`config.mk`:
```
export PLATFORM = sky130hd
export DESIGN_NAME = phy_ctl_regbank
export DESIGN_NICKNAME = d
export VERILOG_FILES = /design/src/rtl/phy_ctl_pkg.sv /design/src/rtl/phy_ctl_wmreg.sv /design/src/rtl/phy_ctl_sync.sv /design/src/rtl/phy_ctl_decode.sv /design/src/rtl/phy_ctl_regbank.sv
export SDC_FILE = /design/constraint.sdc
export NUM_CORES = 1
export LEC_CHECK = 0
export BUFFER_PORTS_ARGS = -buffer_cell sky130_fd_sc_hd__clkbuf_2
export CAP_MARGIN = 0
export CORE_UTILIZATION = 54
export CTS_BUF_LIST = sky130_fd_sc_hd__clkbuf_4 sky130_fd_sc_hd__clkbuf_8
export DETAILED_ROUTE_END_ITERATION = 16
export PLACE_DENSITY = 0.8
export SYNTH_ARGS = -nofsm -noshare
export SYNTH_HDL_FRONTEND = slang
export SYNTH_SLANG_ARGS = --single-unit
```
`constraint.sdc`:
```
create_clock -name clk -period 1.9 [get_ports clk]
set_input_delay 0.19 -clock clk [delete_from_list [all_inputs] [get_ports clk]]
set_output_delay 0.19 -clock clk [all_outputs]
set_load 0.005 [all_outputs]
```
`src/rtl/phy_ctl_pkg.sv`:
```
// Shared constants for the PHY control register bank.
// Assumes: 32-bit bus words split into an enable half and a data half.
package phy_ctl_pkg;
    localparam int HALF_W     = 16;
    localparam int WORD_W     = 2 * HALF_W;
    localparam int STATUS_OFS = 32;   // byte offset of status word

    // Register index (byte offset / 4) of the named control words
    localparam int IDX_TIMING = 0;
    localparam int IDX_POWER  = 6;

    // Field positions in the power word
    localparam int PWR_BIT    = 0;
    localparam int DLLEN_BIT  = 1;
    localparam int DRV_LSB    = 4;
    localparam int DRV_W      = 3;

    // Field positions in the timing word
    localparam int OTSEL_LSB  = 7;
    localparam int OTSEL_W    = 4;
    localparam int OTEN_BIT   = 11;
    localparam int FREQ_LSB   = 12;
    localparam int FREQ_W     = 2;

    // Status word bit positions
    localparam int ST_DLLRDY_BIT = 5;
    localparam int ST_CAL_BIT    = 6;

    // Number of asynchronous status inputs
    localparam int NUM_STAT = 2;
endpackage

```
`src/rtl/phy_ctl_wmreg.sv`:
```
// One control register whose bits are individually write-enabled.
// Assumes: we, din and mask are synchronous to clk; reset is synchronous.
module phy_ctl_wmreg #(
    parameter int W = 16
) (
    input  logic         clk,
    input  logic         rst_n,
    input  logic         we,
    input  logic [W-1:0] din,
    input  logic [W-1:0] mask,
    output logic [W-1:0] q
);
    for (genvar b = 0; b < W; b++) begin : g_bit
        // Update this bit only when the write hits and its enable is set
        always_ff @(posedge clk) begin
            if (!rst_n)
                q[b] <= 1'b0;
            else if (we && mask[b])
                q[b] <= din[b];
        end
    end
endmodule

```
`src/rtl/phy_ctl_sync.sv`:
```
// Multi-stage flip-flop resynchroniser for a bus of independent level signals.
// Assumes: each bit is a slow level; no bus coherence between bits is needed.
module phy_ctl_sync #(
    parameter int WIDTH  = 2,
    parameter int STAGES = 2
) (
    input  logic             clk,
    input  logic             rst_n,
    input  logic [WIDTH-1:0] async_in,
    output logic [WIDTH-1:0] sync_out
);
    logic [WIDTH-1:0] stg [STAGES];

    // First stage captures the asynchronous levels
    always_ff @(posedge clk) begin
        if (!rst_n)
            stg[0] <= '0;
        else
            stg[0] <= async_in;
    end

    for (genvar s = 1; s < STAGES; s++) begin : g_stage
        // Each later stage shifts the previous one
        always_ff @(posedge clk) begin
            if (!rst_n)
                stg[s] <= '0;
            else
                stg[s] <= stg[s-1];
        end
    end

    assign sync_out = stg[STAGES-1];
endmodule

```
`src/rtl/phy_ctl_decode.sv`:
```
// Byte-offset decoder: one-hot control select plus status hit.
// Assumes: only word-aligned offsets are mapped.
module phy_ctl_decode
    import phy_ctl_pkg::*;
#(
    parameter int ADDR_W   = 8,
    parameter int NUM_CTRL = 7
) (
    input  logic [ADDR_W-1:0]   addr,
    output logic [NUM_CTRL-1:0] ctrl_sel,
    output logic                stat_hit
);
    for (genvar i = 0; i < NUM_CTRL; i++) begin : g_sel
        assign ctrl_sel[i] = (addr == ADDR_W'(4 * i));
    end

    assign stat_hit = (addr == ADDR_W'(STATUS_OFS));
endmodule

```
`src/rtl/phy_ctl_regbank.sv`:
```
// Write-masked control register bank for a storage-interface PHY.
// Upper half of each write word enables the matching lower data bits.
// Assumes: one access per cycle; status inputs are asynchronous levels.
module phy_ctl_regbank
    import phy_ctl_pkg::*;
#(
    parameter int ADDR_W      = 8,
    parameter int NUM_CTRL    = 7,
    parameter int SYNC_STAGES = 2
) (
    input  logic                       clk,
    input  logic                       rst_n,
    input  logic [ADDR_W-1:0]          reg_addr,
    input  logic                       reg_wr,
    input  logic [31:0]                reg_wdata,
    input  logic                       reg_rd,
    output logic [31:0]                reg_rdata,
    input  logic                       cal_done_in,
    input  logic                       dll_ready_in,
    output logic                       pwr_up,
    output logic                       dll_en,
    output logic [2:0]                 drv_imp,
    output logic [1:0]                 dll_freq,
    output logic                       otap_en,
    output logic [3:0]                 otap_sel,
    output logic [NUM_CTRL*16-1:0]     cfg_flat
);
    localparam int FLAT_W = NUM_CTRL * HALF_W;

    logic [NUM_CTRL-1:0] ctrl_sel;
    logic                stat_hit;
    logic [HALF_W-1:0]   cfg_q [NUM_CTRL];
    logic [NUM_STAT-1:0] stat_sync;
    logic [HALF_W-1:0]   stat_word;
    logic [HALF_W-1:0]   rd_lower;

    phy_ctl_decode #(
        .ADDR_W   (ADDR_W),
        .NUM_CTRL (NUM_CTRL)
    ) u_dec (
        .addr     (reg_addr),
        .ctrl_sel (ctrl_sel),
        .stat_hit (stat_hit)
    );

    for (genvar i = 0; i < NUM_CTRL; i++) begin : g_reg
        phy_ctl_wmreg #(.W(HALF_W)) u_reg (
            .clk   (clk),
            .rst_n (rst_n),
            .we    (reg_wr && ctrl_sel[i]),
            .din   (reg_wdata[HALF_W-1:0]),
            .mask  (reg_wdata[WORD_W-1:HALF_W]),
            .q     (cfg_q[i])
        );
        assign cfg_flat[i*HALF_W +: HALF_W] = cfg_q[i];
    end

    phy_ctl_sync #(
        .WIDTH  (NUM_STAT),
        .STAGES (SYNC_STAGES)
    ) u_sync (
        .clk      (clk),
        .rst_n    (rst_n),
        .async_in ({dll_ready_in, cal_done_in}),
        .sync_out (stat_sync)
    );

    // Assemble the status word from the synchronised indications
    always_comb begin
        stat_word                = '0;
        stat_word[ST_CAL_BIT]    = stat_sync[0];
        stat_word[ST_DLLRDY_BIT] = stat_sync[1];
    end

    // Select the lower half-word for the addressed register
    always_comb begin
        rd_lower = '0;
        for (int i = 0; i < NUM_CTRL; i++) begin
            if (ctrl_sel[i])
                rd_lower = rd_lower | cfg_q[i];
        end
        if (stat_hit)
            rd_lower = stat_word;
    end

    // Register the read data on a read strobe, hold it otherwise
    always_ff @(posedge clk) begin
        if (!rst_n)
            reg_rdata <= '0;
        else if (reg_rd)
            reg_rdata <= {{HALF_W{1'b0}}, rd_lower};
    end

    // Named PHY control fields
    assign pwr_up   = cfg_q[IDX_POWER][PWR_BIT];
    assign dll_en   = cfg_q[IDX_POWER][DLLEN_BIT];
    assign drv_imp  = cfg_q[IDX_POWER][DRV_LSB +: DRV_W];
    assign dll_freq = cfg_q[IDX_TIMING][FREQ_LSB +: FREQ_W];
    assign otap_en  = cfg_q[IDX_TIMING][OTEN_BIT];
    assign otap_sel = cfg_q[IDX_TIMING][OTSEL_LSB +: OTSEL_W];

    if (FLAT_W != NUM_CTRL * 16) begin : g_width_guard
        initial $error("cfg_flat width mismatch");
    end
endmodule

```
==> reports/results.tsv <==
metric	value	unit
worst-endpoint-required	2250	ps
path_class	input port to flop	
clock_skew	8.453	ps
cts_resized	0	
rows	40	
antenna_found_initial	0	
wl	20.48	mm
cts_tree	done	
grt-ovfl-total	0	
slew_violations	0	
synth_flop_cell	dfxtp_1	
cts.sinks	132	
rr_startpoint	g_reg[3].u_reg.q[6]	
hold_path.startpoint	reg_wdata[6]	
cp-start-kind	input port	
hold_end	g_reg[3].u_reg.q[6]	
gp_congestion	0.8578	
syn2layout_area_growth	23.03	%
p_per_area	651.8	nW/um2
status	completed	
drc	0	
port_buffers	185	
track_usage	0.3209	
ir_drop	414.1	uV
hold_depth	3	
numCtsBuffers	17	
p_leak	3.603	nW
root_buffer	clkbuf_8	
synth_edf_count	0	
clk_pin_slew	70	ps
setup_ws	354.8	ps
internal-power	4.081	mW
min_period	1545	ps
ant_nets	0	
cp-end-kind	flop	
die_width	114.0	um
core	12110	um2
avgSynthCellArea	9.046	um2
worstRegToRegCells	4	
period_share	0.8133	
report.final.hold_viol_count	0	
grt_pass1_vias	6100	
hold_path_class	input port to flop	
grt_setup_unrepaired	false	
hpwlAfterDp	14.68	mm
drive_gt1_frac	0.3130	
clock_path_buffers	2	
yosysWarnings	0	
die_h	114.0	um
synth-async-reset-ratio	0	
viasPerCell	5.861	
cap_viol_max_count	0	
first_pass_iters	5	
netlist-cell-type-count	40	
switching_share	0.2489	
drt_iter0_markers	726	
nets	984	
max_slew.worst_pin.slew	548.0	ps
clkLatencyLatePin	450	ps
worst_ep_arrival_time	1890	ps
start_util	0.5594	
p_clk_frac	0.401	
htreeDepth	4	
dieArea	13000	um2
worstPathMaxFanout	14	
synth_seq_cells	132	
p_sw	1.352	mW
relSlewSlack	0.6347	
setup_tns	0	ps
via_count	6547	
ys_seq_area_frac	0.3900	
fmax	0.6472	GHz
seq_power_share	0.511	
syn_area	6775	um2
comb_power_share	0.088	
post-place-ws	-100.2	ps
num_antenna_cells	0	
rrSetupSlack	420	ps
grt_first_pass_wirelength	31.83	mm
synth_cells	749	
setup_viol	0	
grt_max_degree	138	
wire_per_inst	18.33	um
boundaryPins	202	
r2r_end	reg_rdata[6]	
worst max path at each step:
stage,start,endpoint,slack [ps],depth (start not counted)
2_1_floorplan,reg_addr[2],reg_rdata[0],160,6
3_3_place_gp,reg_addr[7],g_reg[6].u_reg.q[13],-30,6
3_5_place_dp,reg_addr[7],g_reg[6].u_reg.q[6],-100,6
4_1_cts,reg_addr[7],g_reg[6].u_reg.q[6],370,6
5_1_grt,reg_addr[7],g_reg[6].u_reg.q[4],290,6
6_report,reg_addr[7],g_reg[6].u_reg.q[6],350,6
cell usage in the layout, fill, tap and decap left out, types with 2 or more instances in the layout:
cell type	count
mux2i_1	91
and4_1	2
buf_12	3
nand3b_1	3
or2_2	2
nand2_1	112
nor4_4	3
o2bb2ai_1	3
o21ai_0	38
nand4_1	32
nor2b_1	57
a21boi_0	26
nor2_1	4
nand2b_1	3
buf_4	52
clkbuf_2	184
nor3_1	2
dfxtp_1	132
dlygate4sd3_1	2
mux4_2	16
o211ai_1	8
a22oi_1	11
clkbuf_4	5
clkbuf_8	19
conb_1	16
nor4_1	37
nand3_1	28
inv_1	20
and2_1	6
clkinv_2	5
a22o_1	12
power by group through the flow:
stage / clock, mW / combinational, mW / sequential, mW
final: 2.18 / 0.479 / 2.77
after global routing: 2.32 / 0.508 / 2.77
after CTS: 2.19 / 0.468 / 2.77
after detailed placement: 0 / 0.463 / 2.84
after global placement: 0 / 0.458 / 2.84
after floorplan: 0 / 0.260 / 2.84
worst max-delay path, stage by stage:
cell,delay (ps)
clkbuf_2,90
or4_4,680
buf_4,240
nor4_1,380
mux2i_1,240
nor2b_1,60
Yosys cell counts, drive strengths merged, types with 20 or more instances:
master    n  area [um2]
o21ai    38       190.2
dfxtp   132        2643
nand4    32       200.2
nor2b    58       362.9
clkbuf   41       153.9
a21boi   27       202.7
buf      45       310.3
inv      20       75.07
nand3    28       140.1
nor4     40       295.3
nand2   112       420.4
mux2i    91       910.9
routing by layer:
metal | track usage | routed length, um | vias up
met5 | 0 | 0 | -
met4 | 0.1723 | 752 | 0
met3 | 0.07651 | 1780 | 69
met2 | 0.4885 | 9421 | 378
met1 | 0.4217 | 8521 | 3091
li1 | - | - | 3009
logic make-up after synthesis:
kind of cell,share of synthesized area
AO/OA/AOI/OAI,0.1055
buffers and inverters,0.07959
flip-flops,0.3900
multiplexers,0.1876
other,0.0005535
AND/OR/NAND/NOR,0.2368
registers in the layout, summed over array words and instances (netlist names):
name / flops
g.u_reg.q: 112
reg_rdata: 16
u_sync.stg: 4
per-stage QoR:
stage	hold WS (ps)	util	power (mW)	instance area, um2	cells
floorplan	317.3	-	3.096	6832	764
global placement	399.8	0.6573	3.294	7961	1085
detailed placement	407.8	0.6573	3.299	7961	1085
CTS	53.28	0.6882	5.434	8335	1117
global route	69.07	0.6882	5.598	8335	1117
finish	64.04	0.6882	5.433	8335	1117
timing repair:
action	in CTS	in global routing
hold buffers	2	0
setup buffers	0	0
hold endpoints to repair	2	0
area by class of cell:
| cell class | instances | area, um2 |
|---|---|---|
| Timing Repair Buffer | 241 | 1391 |
| Fill cell | 997 | 3776 |
| Multi-Input combinational cell | 526 | 3662 |
| Sequential cell | 132 | 2643 |
| Clock inverter | 6 | 55.05 |
| Inverter | 20 | 75.07 |
| Tap cell | 168 | 210.2 |
| Clock buffer | 24 | 299.0 |
(Power assumes the default switching activity.)
